**src/rtl/mindb_pkg.sv**
```systemverilog
package mindb_pkg;

    localparam int SEL_W      = 4;
    localparam int NUM_EXT    = (1 << SEL_W) - 1;
    localparam int DLY_W      = 16;
    localparam int HALF_W     = 16;
    localparam int NUM_CH     = 2;
    localparam int WORD_W     = HALF_W * NUM_CH;

    // bit positions inside one channel half of the control word
    localparam int POS_EN     = 0;
    localparam int POS_INV    = 2;
    localparam int POS_XBLK   = 3;
    localparam int POS_SEL    = 4;
    localparam int POS_POL    = 8;

    localparam logic [HALF_W-1:0] HALF_MASK =
        HALF_W'((1 << POS_EN) | (1 << POS_INV) | (1 << POS_XBLK) |
                (((1 << SEL_W) - 1) << POS_SEL) | (1 << POS_POL));

    typedef enum logic { ADDR_CTRL = 1'b0, ADDR_DLY = 1'b1 } reg_addr_e;

    typedef struct packed {
        logic             pol;
        logic [SEL_W-1:0] sel;
        logic             blk_other;
        logic             inv;
        logic             en;
    } chan_cfg_t;

    function automatic chan_cfg_t cfg_from_bits(input logic [HALF_W-1:0] b);
        chan_cfg_t c;
        c.en        = b[POS_EN];
        c.inv       = b[POS_INV];
        c.blk_other = b[POS_XBLK];
        c.sel       = b[POS_SEL +: SEL_W];
        c.pol       = b[POS_POL];
        return c;
    endfunction

    function automatic logic [HALF_W-1:0] cfg_to_bits(input chan_cfg_t c);
        logic [HALF_W-1:0] b;
        b                     = '0;
        b[POS_EN]             = c.en;
        b[POS_INV]            = c.inv;
        b[POS_XBLK]           = c.blk_other;
        b[POS_SEL +: SEL_W]   = c.sel;
        b[POS_POL]            = c.pol;
        return b;
    endfunction

    // a zero delay field still yields a one-cycle stretch
    function automatic logic [DLY_W-1:0] stretch_len(input logic [DLY_W-1:0] d);
        return (d == '0) ? DLY_W'(1) : d;
    endfunction

endpackage

```
**src/rtl/mindb_regs.sv**
```systemverilog
module mindb_regs
    import mindb_pkg::*;
(
    input  logic                          clk,
    input  logic                          rst,
    input  logic                          wr_en,
    input  logic                          wr_addr,
    input  logic [WORD_W-1:0]             wr_data,
    input  logic                          rd_addr,
    output logic [WORD_W-1:0]             rd_data,
    output chan_cfg_t [NUM_CH-1:0]        cfg_o,
    output logic [NUM_CH-1:0][DLY_W-1:0]  dly_o
);

    chan_cfg_t [NUM_CH-1:0]        cfg_q;
    logic [NUM_CH-1:0][DLY_W-1:0]  dly_q;

    always_ff @(posedge clk) begin
        if (rst) begin
            cfg_q <= '0;
            dly_q <= '0;
        end else if (wr_en) begin
            for (int ch = 0; ch < NUM_CH; ch++) begin
                if (reg_addr_e'(wr_addr) == ADDR_CTRL)
                    cfg_q[ch] <= cfg_from_bits(wr_data[ch*HALF_W +: HALF_W]);
                else
                    dly_q[ch] <= wr_data[ch*HALF_W +: DLY_W];
            end
        end
    end

    always_comb begin
        rd_data = '0;
        for (int ch = 0; ch < NUM_CH; ch++) begin
            if (reg_addr_e'(rd_addr) == ADDR_CTRL)
                rd_data[ch*HALF_W +: HALF_W] = cfg_to_bits(cfg_q[ch]);
            else
                rd_data[ch*HALF_W +: DLY_W] = dly_q[ch];
        end
    end

    assign cfg_o = cfg_q;
    assign dly_o = dly_q;

    // reserved control bits never read back as 1
    assert_rsvd_zero_R9: assert property (@(posedge clk) disable iff (rst)
        (rd_addr == 1'b0) |-> ((rd_data & ~{HALF_MASK, HALF_MASK}) == '0));

    // first cycle after reset, all fields are clear
    assert_reset_clear_R1: assert property (@(posedge clk)
        rst |=> (cfg_q == '0 && dly_q == '0));

endmodule

```
**src/rtl/mindb_ref_sel.sv**
```systemverilog
module mindb_ref_sel
    import mindb_pkg::*;
(
    input  logic               own_ref,
    input  logic [NUM_EXT-1:0] ext_ref,
    input  logic [SEL_W-1:0]   sel,
    input  logic               inv,
    output logic               cond_ref
);

    logic [NUM_EXT:0] cand;

    assign cand     = {ext_ref, own_ref};
    assign cond_ref = cand[sel] ^ inv;

endmodule

```
**src/rtl/mindb_stretch.sv**
```systemverilog
module mindb_stretch
    import mindb_pkg::*;
(
    input  logic             clk,
    input  logic             rst,
    input  logic             cond_ref,
    input  logic [DLY_W-1:0] dly,
    output logic             blk
);

    logic [DLY_W-1:0] cnt_q;

    always_ff @(posedge clk) begin
        if (rst)
            cnt_q <= '0;
        else if (cond_ref)
            cnt_q <= stretch_len(dly);
        else if (cnt_q != '0)
            cnt_q <= cnt_q - 1'b1;
    end

    assign blk = cond_ref | (cnt_q != '0);

    // once the reference is low, the tail counts down by one per cycle
    assert_tail_step_R5: assert property (@(posedge clk) disable iff (rst)
        (!rst && !cond_ref && cnt_q != '0) |=> (cnt_q == $past(cnt_q) - 1'b1));

    // the cycle after an active reference is always blocked
    assert_min_one_R6: assert property (@(posedge clk) disable iff (rst)
        (!rst && cond_ref) |=> blk);

    // without an active reference the tail never grows
    assert_no_extend_R10: assert property (@(posedge clk) disable iff (rst)
        (!rst && !cond_ref) |=> (cnt_q <= $past(cnt_q)));

endmodule

```
**src/rtl/mindb_combine.sv**
```systemverilog
module mindb_combine
    import mindb_pkg::*;
(
    input  logic clk,
    input  logic rst,
    input  logic en,
    input  logic pol,
    input  logic pwm,
    input  logic blk,
    output logic out
);

    logic gated;

    always_comb begin
        if (!en)
            gated = pwm;
        else if (pol)
            gated = pwm | blk;
        else
            gated = pwm & ~blk;
    end

    always_ff @(posedge clk) begin
        if (rst)
            out <= 1'b0;
        else
            out <= gated;
    end

    // disabled channel is a one-cycle delayed copy of its PWM
    assert_bypass_R2: assert property (@(posedge clk) disable iff (rst)
        (!rst && !en) |=> (out == $past(pwm)));

    // force polarity drives high while blocked
    assert_force_high_R8: assert property (@(posedge clk) disable iff (rst)
        (!rst && en && pol && blk) |=> out);

    // inhibit polarity drives low while blocked
    assert_inhibit_low_R8: assert property (@(posedge clk) disable iff (rst)
        (!rst && en && !pol && blk) |=> !out);

endmodule

```
**src/rtl/mindb_guard.sv**
```systemverilog
module mindb_guard
    import mindb_pkg::*;
(
    input  logic               clk,
    input  logic               rst,
    input  logic               wr_en,
    input  logic               wr_addr,
    input  logic [31:0]        wr_data,
    input  logic               rd_addr,
    output logic [31:0]        rd_data,
    input  logic               pwm_a,
    input  logic               pwm_b,
    input  logic               pre_db_a,
    input  logic               pre_db_b,
    input  logic [14:0]        ext_ref,
    output logic               out_a,
    output logic               out_b
);

    chan_cfg_t [NUM_CH-1:0]        cfg;
    logic [NUM_CH-1:0][DLY_W-1:0]  dly;
    logic [NUM_CH-1:0]             pwm_v;
    logic [NUM_CH-1:0]             own_v;
    logic [NUM_CH-1:0]             cond_v;
    logic [NUM_CH-1:0]             blk_v;
    logic [NUM_CH-1:0]             out_v;

    assign pwm_v = {pwm_b, pwm_a};
    assign own_v = {pre_db_b, pre_db_a};
    assign out_a = out_v[0];
    assign out_b = out_v[1];

    mindb_regs u_regs (
        .clk     (clk),
        .rst     (rst),
        .wr_en   (wr_en),
        .wr_addr (wr_addr),
        .wr_data (wr_data),
        .rd_addr (rd_addr),
        .rd_data (rd_data),
        .cfg_o   (cfg),
        .dly_o   (dly)
    );

    for (genvar ch = 0; ch < NUM_CH; ch++) begin : g_ch
        logic blk_use;

        mindb_ref_sel u_sel (
            .own_ref  (own_v[ch]),
            .ext_ref  (ext_ref),
            .sel      (cfg[ch].sel),
            .inv      (cfg[ch].inv),
            .cond_ref (cond_v[ch])
        );

        mindb_stretch u_str (
            .clk      (clk),
            .rst      (rst),
            .cond_ref (cond_v[ch]),
            .dly      (dly[ch]),
            .blk      (blk_v[ch])
        );

        assign blk_use = cfg[ch].blk_other ? blk_v[NUM_CH-1-ch] : blk_v[ch];

        mindb_combine u_cmb (
            .clk (clk),
            .rst (rst),
            .en  (cfg[ch].en),
            .pol (cfg[ch].pol),
            .pwm (pwm_v[ch]),
            .blk (blk_use),
            .out (out_v[ch])
        );
    end

    // outputs held low while in reset
    assert_out_reset_R1: assert property (@(posedge clk)
        rst |=> (out_a == 1'b0 && out_b == 1'b0));

endmodule

```
**config.mk**
```make
export PLATFORM = sky130hd
export DESIGN_NAME = mindb_guard
export DESIGN_NICKNAME = d
export VERILOG_FILES = /design/src/rtl/mindb_pkg.sv /design/src/rtl/mindb_regs.sv /design/src/rtl/mindb_ref_sel.sv /design/src/rtl/mindb_stretch.sv /design/src/rtl/mindb_combine.sv /design/src/rtl/mindb_guard.sv
export SDC_FILE = /design/constraint.sdc
export NUM_CORES = 1
export LEC_CHECK = 0
export BUFFER_PORTS_ARGS = -buffer_cell sky130_fd_sc_hd__buf_4
export CAP_MARGIN = 20
export CORE_MARGIN = 5
export CORE_UTILIZATION = 50
export DETAILED_ROUTE_END_ITERATION = 10
export PLACE_DENSITY = 0.73
export SLEW_MARGIN = 20
export SYNTH_ARGS = -nofsm -noshare
export SYNTH_HDL_FRONTEND = slang
export SYNTH_HIERARCHICAL = 1
export SYNTH_SLANG_ARGS = --single-unit
```
**constraint.sdc**
```tcl
create_clock -name clk -period 3.75 [get_ports clk]
set_clock_uncertainty 0.05 [all_clocks]
set_input_delay 0.1875 -clock clk [delete_from_list [all_inputs] [get_ports clk]]
set_output_delay 0.1875 -clock clk [all_outputs]
set_load 0.01 [all_outputs]
```
# After elaboration in Yosys (flattened, before gate mapping)

Index checks and enable logic that the tools add are counted.

Register bits after elaboration: 82
Bits of input ports: 56
Output and inout bits: 34
Logic and storage cells: 57

Add/subtract/negate cells: 2
Magnitude comparators: 2
Muxes and demuxes: 18
Bitwise logic cells: 11
Reductions and logical operators: 8

Operators by type and width:

| cell                  | count |
|---|---|
| $mux 16               | 8 |
| $logic_not 16->1      | 2 |
| $reduce_bool 16->1    | 2 |
| $sub 16x1->16 const B | 2 |
| $lt 4x5->1 const B    | 2 |
| $bmux 1 s4            | 2 |
| $mux 1                | 8 |
| $or 1x1->1            | 4 |
| $reduce_and 2->1      | 2 |
| $reduce_bool 2->1     | 2 |
| $not 1->1             | 3 |
| $and 1x1->1           | 2 |
| $xor 1x1->1           | 2 |

# Logic depth before layout (Yosys ltp)

Gate-level depths: netlist (run 1).

Depth in word-level cells: 9
Mapped depth: 12
Mapped depth without buffers: 10

# Modules after synthesis

The synthesis (run 1) kept the hierarchy.

Modules (own cells, without submodules):

| module                        | instances | cells each | area an instance (µm²) | sequential area each (µm²) |
|---|---|---|---|---|
| mindb_regs                    | 1         | 232        | 2343.5                 | 960.9 |
| mindb_stretch (g_ch[1].u_str) | 1         | 129        | 1092.3                 | 320.3 |
| mindb_stretch (g_ch[0].u_str) | 1         | 130        | 1052.3                 | 320.3 |
| mindb_ref_sel                 | 2         | 6          | 136.4                  | 0.0 |
| mindb_combine                 | 2         | 4          | 43.8                   | 20.0 |
| mindb_guard                   | 1         | 2          | 26.3                   | 0.0 |

# Least setup slack after synthesis (run 1)

No wires, ideal clock.

Path type: reg-to-reg
From: register u_regs.cfg_q, in the netlist u_regs/cfg_o[14]
To: register g_ch[0].u_cmb.out
Library setup time: 66 ps
Arrival: 3140 ps
Data required time: 3634 ps
Setup slack: 494 ps
Stages on the path, launching flop included: 13
Path buffers: 2
Period minus slack after synthesis: 3256 ps
Cells stage by stage: dfxtp_1 > mux4_1 > mux4_2 > xor2_1 > buf_4 > or2_1 > or3_1 > buf_6 > nor2_4 > inv_2 > mux2_1 > a21bo_1 > a21oi_2

Cells in the longest elaborated chain, start to end: 9
Elaborated cells on any way between the ends: 10
Those cells by class: mux (5); bitwise (5)

Ends and longest elaborated chain:

| what                             | line                | text |
|---|---|---|
| start, declared                  | mindb_regs.sv:15    | `chan_cfg_t [NUM_CH-1:0] cfg_q;` |
| start signal, assigned by index  | mindb_regs.sv:25    | `cfg_q[ch] <= cfg_from_bits(wr_data[ch*HALF_W +: HALF_W]);` |
| $bmux 1 s4 (*)                   | mindb_ref_sel.sv:14 | `assign cond_ref = cand[sel] ^ inv;` |
| $mux 1 (not written as such) (*) | mindb_ref_sel.sv:14 |  |
| $xor 1x1->1 (*)                  | mindb_ref_sel.sv:14 |  |
| net cond_v[1]                    | mindb_guard.sv:24   | `logic [NUM_CH-1:0] cond_v;` |
| $or 1x1->1 (*)                   | mindb_stretch.sv:22 | `assign blk = cond_ref \| (cnt_q != '0);` |
| net blk_v[1]                     | mindb_guard.sv:25   | `logic [NUM_CH-1:0] blk_v;` |
| $mux 1 (*)                       | mindb_guard.sv:64   | `assign blk_use = cfg[ch].blk_other ? blk_v[NUM_CH-1-ch] : blk_v[ch];` |
| net g_ch[0].blk_use              | mindb_guard.sv:46   | `logic blk_use;` |
| $not 1->1                        | mindb_combine.sv:21 | `gated = pwm & ~blk;` |
| $and 1x1->1                      | mindb_combine.sv:21 |  |
| $mux 1 (*)                       | mindb_combine.sv:18 | `else if (pol)` |
| $mux 1 (*)                       | mindb_combine.sv:16 | `if (!en)` |
| end signal, assigned             | mindb_combine.sv:28 | `out <= gated;` |
| end, declared                    | mindb_combine.sv:10 | `output logic out` |

The timed path passes the listed nets; every way through them passes the cells marked *. The select of a mux whose other input is x is not followed.
A chain may end at the register's enable or synchronous reset.

# Worst setup path after layout (run 1)

Ends and elaborated chain as after synthesis.

==> results.cfg, run 1 <==
[run_status]
status = complete, no violations

[placement]
place_inst = 701
gp_congestion = 0.893
portBuffers = 89
place_hpwl_mm = 9.27

[clock_network]
cts_tree = yes
cts.path.max_buffers = 2
cts_buffers = 9
insertion_delay_ps = 360
ctsHoldBuffers = 0
root_buffer = clkbuf_8
htreeDepth = 3
clk_pin_slew_worst_paths_ps = 90
cts.sinks = 82
post_cts_buffers = 0
cts-resized-gates = 0

[worst_setup_path]
cp.required_ps = 3990
slowest_stage = mux4_1
crit_path_start_kind = register
end_kind = register
critPathTopFamily = multiplexers
crit_fanout = 7
worst_ep_arrival_time_ps = 3630
cpPeakStageDelay_ps = 580
critPathKind = register to register
critical_path_buf_inv_count = 1
path_cells = mux4_1, mux4_2, xor2_1, or2_1, or3_1, nor2_4, inv_2, mux2_1, a21bo_1, a21oi_2

[sta]
tightest_slew_ps = 783
grt_setup_unrepaired = false
finalSetupViolCount = 0
final_hold_viol_count = 0
final.period_utilization_pct = 90.4
slew_headroom_pct = 47.8
drv_slew = 0
finalCriticalPeriod_ps = 3390
fmax_mhz = 295
fin_setup_tns_ps = 0

[grt]
grt_first_pass_wirelength_mm = 20.7
grt_max_degree = 87
groute.usage.overall_pct = 22.1
antenna_found_initial = 0
grt_pass1_vias = 4145
grt.overflow.total = 0

[final_layout]
layout_commonest_cell = buf_4
area_delta_synth_final_pct = 16.8
drive_gt1_share_pct = 24.1
final_cell_mix = 91 x buf_4, 82 x dfxtp_1, 48 x nand2b_1
stdcell_count = 717
diodes = 0
nets = 637

[synth]
yosys_warnings = 6
synth_edf_count = 0
synth.top_cell.area_share_pct = 33.7
synth_area_leader_cell = dfxtp_1
async_reset_ff_share_pct = 0
synth_area_mm2 = 0.00487
syn_avg_cell_area_um2 = 9.50
synth_fp_nets = 571
seq_area_frac_synth_pct = 33.7
yosys_most_used_dff = dfxtp_1
synth_cell_type_count = 73
synth_area_leaders = dfxtp_1 34%, mux2i_1 6.8%, nand2b_1 6.2%
ys_ff_latch = 82
syn_inst = 513

[drt]
dr.pass1.iters = 5
wl_mm = 12.9
drc_errors = 0
num_vias = 4290
post_drt_wl_per_cell_um = 18.0
ant_nets = 0
first_iter_violations = 326
vias_per_cell = 5.98

[die]
io_pins = 90
die_x_um = 109
rows = 36
fp.dieArea_mm2 = 0.0118
core_area_mm2 = 0.00964
die_h_um = 109
start_util_pct = 50.6

[pwr]
ir_drop_uv = 188
p_leak_uw = 0.00229
pwr_density_cell_mw_per_mm2 = 508

[hold_path]
holdCritPathClass = input pin to register

[flow_run]
maxCapViolations = 0
-- registers in the layout (all words and copies together) (netlist names) --
register and flops:
u_regs/dly_o 32, u_regs/cfg_o 16, g_ch.u_str/cnt_q 32, g_ch.u_cmb/out 2
-- cell type report --
cell class | instances | area [um^2]
Timing Repair Buffer | 91 | 683
Clock inverter | 5 | 28.8
Multi-Input combinational cell | 381 | 2970
Clock buffer | 11 | 151
Inverter | 14 | 52.6
Tap cell | 133 | 166
Fill cell | 872 | 3950
Sequential cell | 82 | 1640
-- worst min-delay path, cell delays in order --
cell and delay, ps:
buf_4 110, nand3_1 60, a21oi_1 50
-- cell usage after synthesis (3+ instances only) --
cell      instances
dfxtp_1          82
nand2b_1         48
a21oi_1          40
mux2i_1          33
nand3_1          24
nor2_1           24
a21bo_1          16
and2_1           16
nand2_1          16
clkbuf_1         15
mux2_1           15
nor4_1           14
inv_1            12
nor3_1           12
buf_2            11
a211oi_1          9
buf_6             8
mux4_1            8
o21ai_0           8
o32ai_1           8
xnor2_1           6
or3_1             5
a31oi_1           4
o31a_1            4
or4_1             4
a22oi_1           3
mux2_2            3
nor3_2            3
nor4_4            3
o21ai_2           3
xor2_1            3
-- cell families after synthesis --
| group | synth area share, % |
|---|---|
| AND/OR/NAND/NOR | 24.1 |
| AO/OA/AOI/OAI | 18.1 |
| flip-flops | 33.7 |
| multiplexers | 16.5 |
| buffers and inverters | 5.44 |
| XOR/XNOR | 1.62 |
| adder cells (fa/ha/maj) | 0.513 |
-- per-layer routing --
layer	global-route usage, %	vias up	wire length [um]
met5	0	-	0
met4	7.94	0	203
met3	3.91	17	935
met2	36.0	184	6040
met1	29.4	2039	5750
li1	-	2050	-
-- worst paths after layout --
path,slack [ps],cells past startpoint,from,to
setup / recovery,360,10,u_regs/cfg_o[14]$_SDFFE_PP0P_,g_ch[0].u_cmb/out$_SDFF_PP0_
setup reg to reg,360,10,u_regs/cfg_o[14]$_SDFFE_PP0P_,g_ch[0].u_cmb/out$_SDFF_PP0_
hold / removal,40,3,wr_data[25],u_regs/dly_o[25]$_SDFFE_PP0P_
hold reg to reg,430,2,g_ch[0].u_str/cnt_q[9]$_SDFFE_PP0P_,g_ch[0].u_str/cnt_q[9]$_SDFFE_PP0P_
-- through the flow --
stage | setup slack [ps] | instance area [um^2] | hold WS [ps] | total power (uW) | utilization (%)
2_1_floorplan | 494 | 4870 | 200 | 2020 | -
3_3_place_gp | 461 | 5510 | 406 | 2250 | 57.2
3_5_place_dp | 379 | 5510 | 407 | 2280 | 57.2
4_1_cts | 356 | 5690 | 24.6 | 2880 | 59.0
5_1_grt | 239 | 5690 | 26.8 | 3070 | 59.0
6_report | 360 | 5690 | 39.2 | 2890 | 59.0
-- power breakdown --
part	switching, uW	total [uW]	leakage (uW)	internal [uW]
clock network	325	599	0.0000988	274
registers	161	1150	0.000673	989
logic	659	1140	0.00152	484
Note: power is estimated with default switching activity, not from simulation.
==> run 2, diff against run 1 <==
--- a/config.mk
+++ b/config.mk
@@ -10,6 +10,7 @@
 export CORE_MARGIN = 5
 export CORE_UTILIZATION = 50
 export DETAILED_ROUTE_END_ITERATION = 10
+export HOLD_SLACK_MARGIN = 0.06
 export PLACE_DENSITY = 0.73
 export SLEW_MARGIN = 20
 export SYNTH_ARGS = -nofsm -noshare
==> run 2 against run 1 <==
Flip-flop and latch count is the same. Final cell count increased by 2.4%. Worst setup slack worse by 14 ps. Register-to-register slack about the same. Hold slack improved by 42 ps. Die area unchanged. Critical endpoint unchanged. Largest cell class unchanged. Largest power group is now combinational logic.
==> results.cfg, run 2 (same netlist as run 1, synthesis figures left out) <==
[pwr]
p_leak_uw = 0.00236
pwr_density_cell_mw_per_mm2 = 496
ir_drop_uv = 188

[hold_path]
holdCritPathClass = input pin to register

[final_layout]
fin_area_mm2 = 0.00586
drive_gt1_share_pct = 23.5
diodes = 0
final_cell_mix = 91 x buf_4, 82 x dfxtp_1, 48 x nand2b_1
area_delta_synth_final_pct = 20.3
nets = 654
layout.area.seq_mm2 = 0.00164
multiInputGateArea_mm2 = 0.00297
layout_commonest_cell = buf_4
n_fill_cell = 845

[worst_setup_path]
cpPeakStageDelay_ps = 580
critPathKind = register to register
rrSetupSlack_ps = 350
r2r_cells = 10
end_kind = register
path_cells = mux4_1, mux4_2, xor2_1, or2_1, or3_1, nor2_4, inv_2, mux2_1, a21bo_1, a21oi_2
crit_fanout = 7
slowest_stage = mux4_1
reg2reg_from = u_regs/cfg_o[14]$_SDFFE_PP0P_
crit_path_start_kind = register
reg2reg_to = g_ch[0].u_cmb/out$_SDFF_PP0_
cp.required_ps = 3990
worstSetupEndpoint = g_ch[0].u_cmb/out$_SDFF_PP0_
worst_ep_arrival_time_ps = 3640
critPathLaunch = u_regs/cfg_o[14]$_SDFFE_PP0P_

[clock_network]
post_cts_buffers = 0
htreeDepth = 3
cts.sinks = 82
cts_tree = yes
root_buffer = clkbuf_8
clk_pin_slew_worst_paths_ps = 90
cts_buffers = 9
insertion_delay_ps = 350
cts.path.max_buffers = 2
cts-resized-gates = 0

[drt]
first_iter_violations = 343
dr.pass1.iters = 5
num_vias = 4347
vias_per_cell = 5.92
drc_errors = 0
post_drt_wl_per_cell_um = 18.0
wl_mm = 13.2
ant_nets = 0

[grt]
grt_max_degree = 87
grt_pass1_vias = 4287
antenna_found_initial = 0
grt.overflow.total = 0
groute.usage.overall_pct = 22.7
grt_first_pass_wirelength_mm = 21.3

[die]
start_util_pct = 50.6
io_pins = 90
fp.dieArea_mm2 = 0.0118
core_area_mm2 = 0.00964
rows = 36
die_h_um = 109
die_x_um = 109

[sta]
tightest_slew_ps = 786
finalCriticalPeriod_ps = 3400
final_hold_viol_count = 0
fmax_mhz = 294
finalSetupViolCount = 0
drv_slew = 0
grt_setup_unrepaired = false
fin_setup_tns_ps = 0
final.period_utilization_pct = 90.8
slew_headroom_pct = 47.6

[placement]
placed_area_mm2 = 0.00551
place_hpwl_mm = 9.27
gp_congestion = 0.893
portBuffers = 89

[flow_run]
maxCapViolations = 0

[run_status]
status = complete, no violations
run 2: worst max-delay path: cells and delay by family (launching register included):
kind            cells  cell delay (ps)
compound gates      2              290
xor+xnor            1              170
buf+inv             1               70
flops               1              460
mux                 3             1390
simple gates        3              900
run 2: timing repair:
action,CTS,global route
setup endpoints to repair,0,0
hold endpoints to repair,17,0
hold buffers,17,0
run 2: worst min-delay path by stage:
stage                                   startpoint  cells past startpoint                                  end  slack [ps]
6_report                               wr_data[21]                      3        u_regs/dly_o[21]$_SDFFE_PP0P_          80
5_1_grt                                wr_data[16]                      3        u_regs/dly_o[16]$_SDFFE_PP0P_          70
4_1_cts                                wr_data[21]                      3        u_regs/dly_o[21]$_SDFFE_PP0P_          60
3_5_place_dp                           wr_data[27]                      3        u_regs/dly_o[27]$_SDFFE_PP0P_         410
3_3_place_gp   g_ch[0].u_str/cnt_q[9]$_SDFFE_PP0P_                      2  g_ch[0].u_str/cnt_q[9]$_SDFFE_PP0P_         410
2_1_floorplan                                  rst                      1         g_ch[0].u_cmb/out$_SDFF_PP0_         200
run 2: routing by layer:
layer | vias to the layer above | GRT usage [%] | wire, um
met5 | - | 0 | 0
met4 | 0 | 8.03 | 220
met3 | 19 | 3.97 | 918
met2 | 187 | 37.7 | 6300
met1 | 2062 | 29.6 | 5780
li1 | 2079 | - | -
run 2: power breakdown:
part / switching [uW] / internal [uW]
clock: 325 / 274
sequential: 161 / 989
combinational: 661 / 496
total: 1150 / 1760
run 2: metrics by stage:
step | total power, uW | setup WS [ps] | hold WS, ps | std cells | utilization [%]
after detailed placement | 2280 | 379 | 407 | 701 | 57.2
after CTS | 2890 | 356 | 64.0 | 734 | 60.8
final | 2910 | 347 | 80.8 | 734 | 60.8
after global placement | 2250 | 461 | 406 | 701 | 57.2
after global routing | 3080 | 239 | 75.0 | 734 | 60.8
after floorplan | 2020 | 494 | 200 | 513 | -
run 2: cell type report:
class | instances | share of cell area (%)
timing repair buffer | 108 | 14.6
tap | 133 | 2.84
inverter | 14 | 0.896
clock inverter | 5 | 0.491
multi-input combinational | 381 | 50.6
clock buffer | 11 | 2.58
sequential | 82 | 28.0
==> run 3, diff against run 2 <==
--- a/config.mk
+++ b/config.mk
@@ -11,7 +11,7 @@
 export CORE_UTILIZATION = 50
 export DETAILED_ROUTE_END_ITERATION = 10
 export HOLD_SLACK_MARGIN = 0.06
-export PLACE_DENSITY = 0.73
+export PLACE_DENSITY = 0.78
 export SLEW_MARGIN = 20
 export SYNTH_ARGS = -nofsm -noshare
 export SYNTH_HDL_FRONTEND = slang
==> constraint.sdc (replaced) <==
create_clock -name clk -period 3.45 [get_ports clk]
set_clock_uncertainty 0.05 [all_clocks]
set_input_delay 0.1725 -clock clk [delete_from_list [all_inputs] [get_ports clk]]
set_output_delay 0.1725 -clock clk [all_outputs]
set_load 0.01 [all_outputs]
==> run 3 against run 2 <==
Non-clock buffer count rose by 4. Critical path depth did not move. Via count rose by 0.48%. Sequential share of layout area fell by 0.32 points. Critical endpoint unchanged. Global-route usage fell by 0.14 points. Wire length fell by 1.3%. Hold slack got worse by 14 ps. Sequential power rose by 9%. Largest power group unchanged. Clock-buffer cell count did not move. Clock power rose by 20%. Combinational power rose by 9%. Worst setup slack got worse by 180 ps.
==> results.cfg, run 3 (same netlist as run 1, synthesis figures left out) <==
[clock_network]
cts_tree = yes
cts.path.max_buffers = 2
htreeDepth = 3
cts_buffers = 9
insertion_delay_ps = 350
cts.sinks = 82
root_buffer = clkbuf_8
clk_pin_slew_worst_paths_ps = 80

[worst_setup_path]
r2r_cells = 10
worst_ep_arrival_time_ps = 3510
crit_path_start_kind = register
critPathKind = register to register
reg2reg_to = g_ch[0].u_cmb/out$_SDFF_PP0_
reg2reg_from = u_regs/cfg_o[14]$_SDFFE_PP0P_
crit_fanout = 6
rrSetupSlack_ps = 170
cp.required_ps = 3680
end_kind = register

[final_layout]
final_cell_mix = 93 x buf_4, 82 x dfxtp_1, 48 x nand2b_1
post-route-util_pct = 61.5
nets = 658
layout_commonest_cell = buf_4
diodes = 0
n_fill_cell = 818
multiInputGateArea_mm2 = 0.00297
area_delta_synth_final_pct = 21.6
layout.area.seq_mm2 = 0.00164
drive_gt1_share_pct = 23.7
fin_area_mm2 = 0.00593

[die]
die_h_um = 109
io_pins = 90
start_util_pct = 50.6
die_x_um = 109
fp.dieArea_mm2 = 0.0118
rows = 36
core_area_mm2 = 0.00964

[pwr]
pwr_density_cell_mw_per_mm2 = 547
ir_drop_uv = 214
seq_power_share_pct = 38.6
power_frac_comb_pct = 39.3
switchingPower_uw = 1240
p_leak_uw = 0.00239
cellInternalPower_uw = 2010
clockPowerShare_pct = 22.1
swShare_pct = 38.2

[sta]
fin_setup_tns_ps = 0
final_hold_viol_count = 0
finalCriticalPeriod_ps = 3280
drv_slew = 0
final.period_utilization_pct = 95.0
fmax_mhz = 305
finalSetupViolCount = 0
tightest_slew_ps = 760
grt_setup_unrepaired = false
slew_headroom_pct = 49.3

[grt]
groute.usage.overall_pct = 22.5
antenna_found_initial = 0
grt.overflow.total = 0
grt_pass1_vias = 4305
grt_first_pass_wirelength_mm = 21.2
grt_max_degree = 87

[hold_path]
hp-start = wr_data[0]
min_to = u_regs/cfg_o[0]$_SDFFE_PP0P_
whs_path_depth = 3
holdCritPathClass = input pin to register

[drt]
ant_nets = 0
first_iter_violations = 284
vias_per_cell = 5.93
num_vias = 4368
dr.pass1.iters = 7
wl_mm = 13.0
drc_errors = 0
post_drt_wl_per_cell_um = 17.7

[run_status]
status = complete, no violations

[placement]
placed_area_mm2 = 0.00555
portBuffers = 89
place_hpwl_mm = 9.15
gp_congestion = 0.946

[flow_run]
maxCapViolations = 0
==> run 3: changes by cell type in the layout (fill, tap and decap cells not counted) <==
cell,change
bufinv_16,+1
buf_4,+2
buf_12,+1
clkinvlp_4,+1
clkinv_2,-3
dlygate4sd3_1,+1
==> run 3: power by group through the flow <==
stage          logic, uW  clock network [uW]  registers, uW
2_1_floorplan        977                   0           1220
3_3_place_gp        1200                   0           1260
3_5_place_dp        1230                   0           1270
4_1_cts             1260                 731           1250
5_1_grt             1400                 769           1270
6_report            1270                 717           1250
==> run 3: worst max-delay path: stages, from the launching register on <==
cell	delay [ps]
dfxtp_1	450
mux4_1	600
mux4_2	500
xor2_1	160
or2_1	230
or3_1	370
nor2_4	150
inv_2	70
mux2_1	310
a21bo_1	180
a21oi_2	120
==> run 3: stage by stage <==
step                      power (uW)  std cells  setup slack, ps  hold slack [ps]
after floorplan                 2200        513              194              185
after global placement          2460        704              291              388
after detailed placement        2500        704              183              394
after CTS                       3240        737              154             60.2
after global routing            3450        737             23.1             73.3
final                           3240        737              171             67.1
==> run 3: layout make-up <==
class | instances | area share (%)
Clock buffer | 11 | 2.55
Sequential cell | 82 | 27.7
Timing Repair Buffer | 112 | 15.2
Tap cell | 133 | 2.81
Clock inverter | 4 | 0.865
Multi-Input combinational cell | 381 | 50.1
Inverter | 14 | 0.886
==> run 3: how the worst max path moves through the flow <==
| stage | start | endpoint | slack (ps) | cells past startpoint |
|---|---|---|---|---|
| 2_1_floorplan | u_regs/cfg_o[14]$_SDFFE_PP0P_ | g_ch[0].u_cmb/out$_SDFF_PP0_ | 190 | 12 |
| 3_3_place_gp | u_regs/cfg_o[14]$_SDFFE_PP0P_ | g_ch[0].u_cmb/out$_SDFF_PP0_ | 290 | 10 |
| 3_5_place_dp | u_regs/cfg_o[14]$_SDFFE_PP0P_ | g_ch[0].u_cmb/out$_SDFF_PP0_ | 180 | 10 |
| 4_1_cts | u_regs/cfg_o[14]$_SDFFE_PP0P_ | g_ch[0].u_cmb/out$_SDFF_PP0_ | 150 | 10 |
| 5_1_grt | u_regs/cfg_o[14]$_SDFFE_PP0P_ | g_ch[0].u_cmb/out$_SDFF_PP0_ | 20 | 10 |
| 6_report | u_regs/cfg_o[14]$_SDFFE_PP0P_ | g_ch[0].u_cmb/out$_SDFF_PP0_ | 170 | 10 |
==> run 3: routing by layer <==
metal  track usage, %  part of all wire [%]
met5                0                     0
met3             3.67                   6.2
met2             36.8                    48
met1             29.5                    44
met4             9.74                   2.6
==> run 3: timing repair <==
item,4_1_cts,5_1_grt
endpoints found under the hold margin,18,0
hold buffers,18,0
buffers inserted,0,0
gates resized for setup,0,0
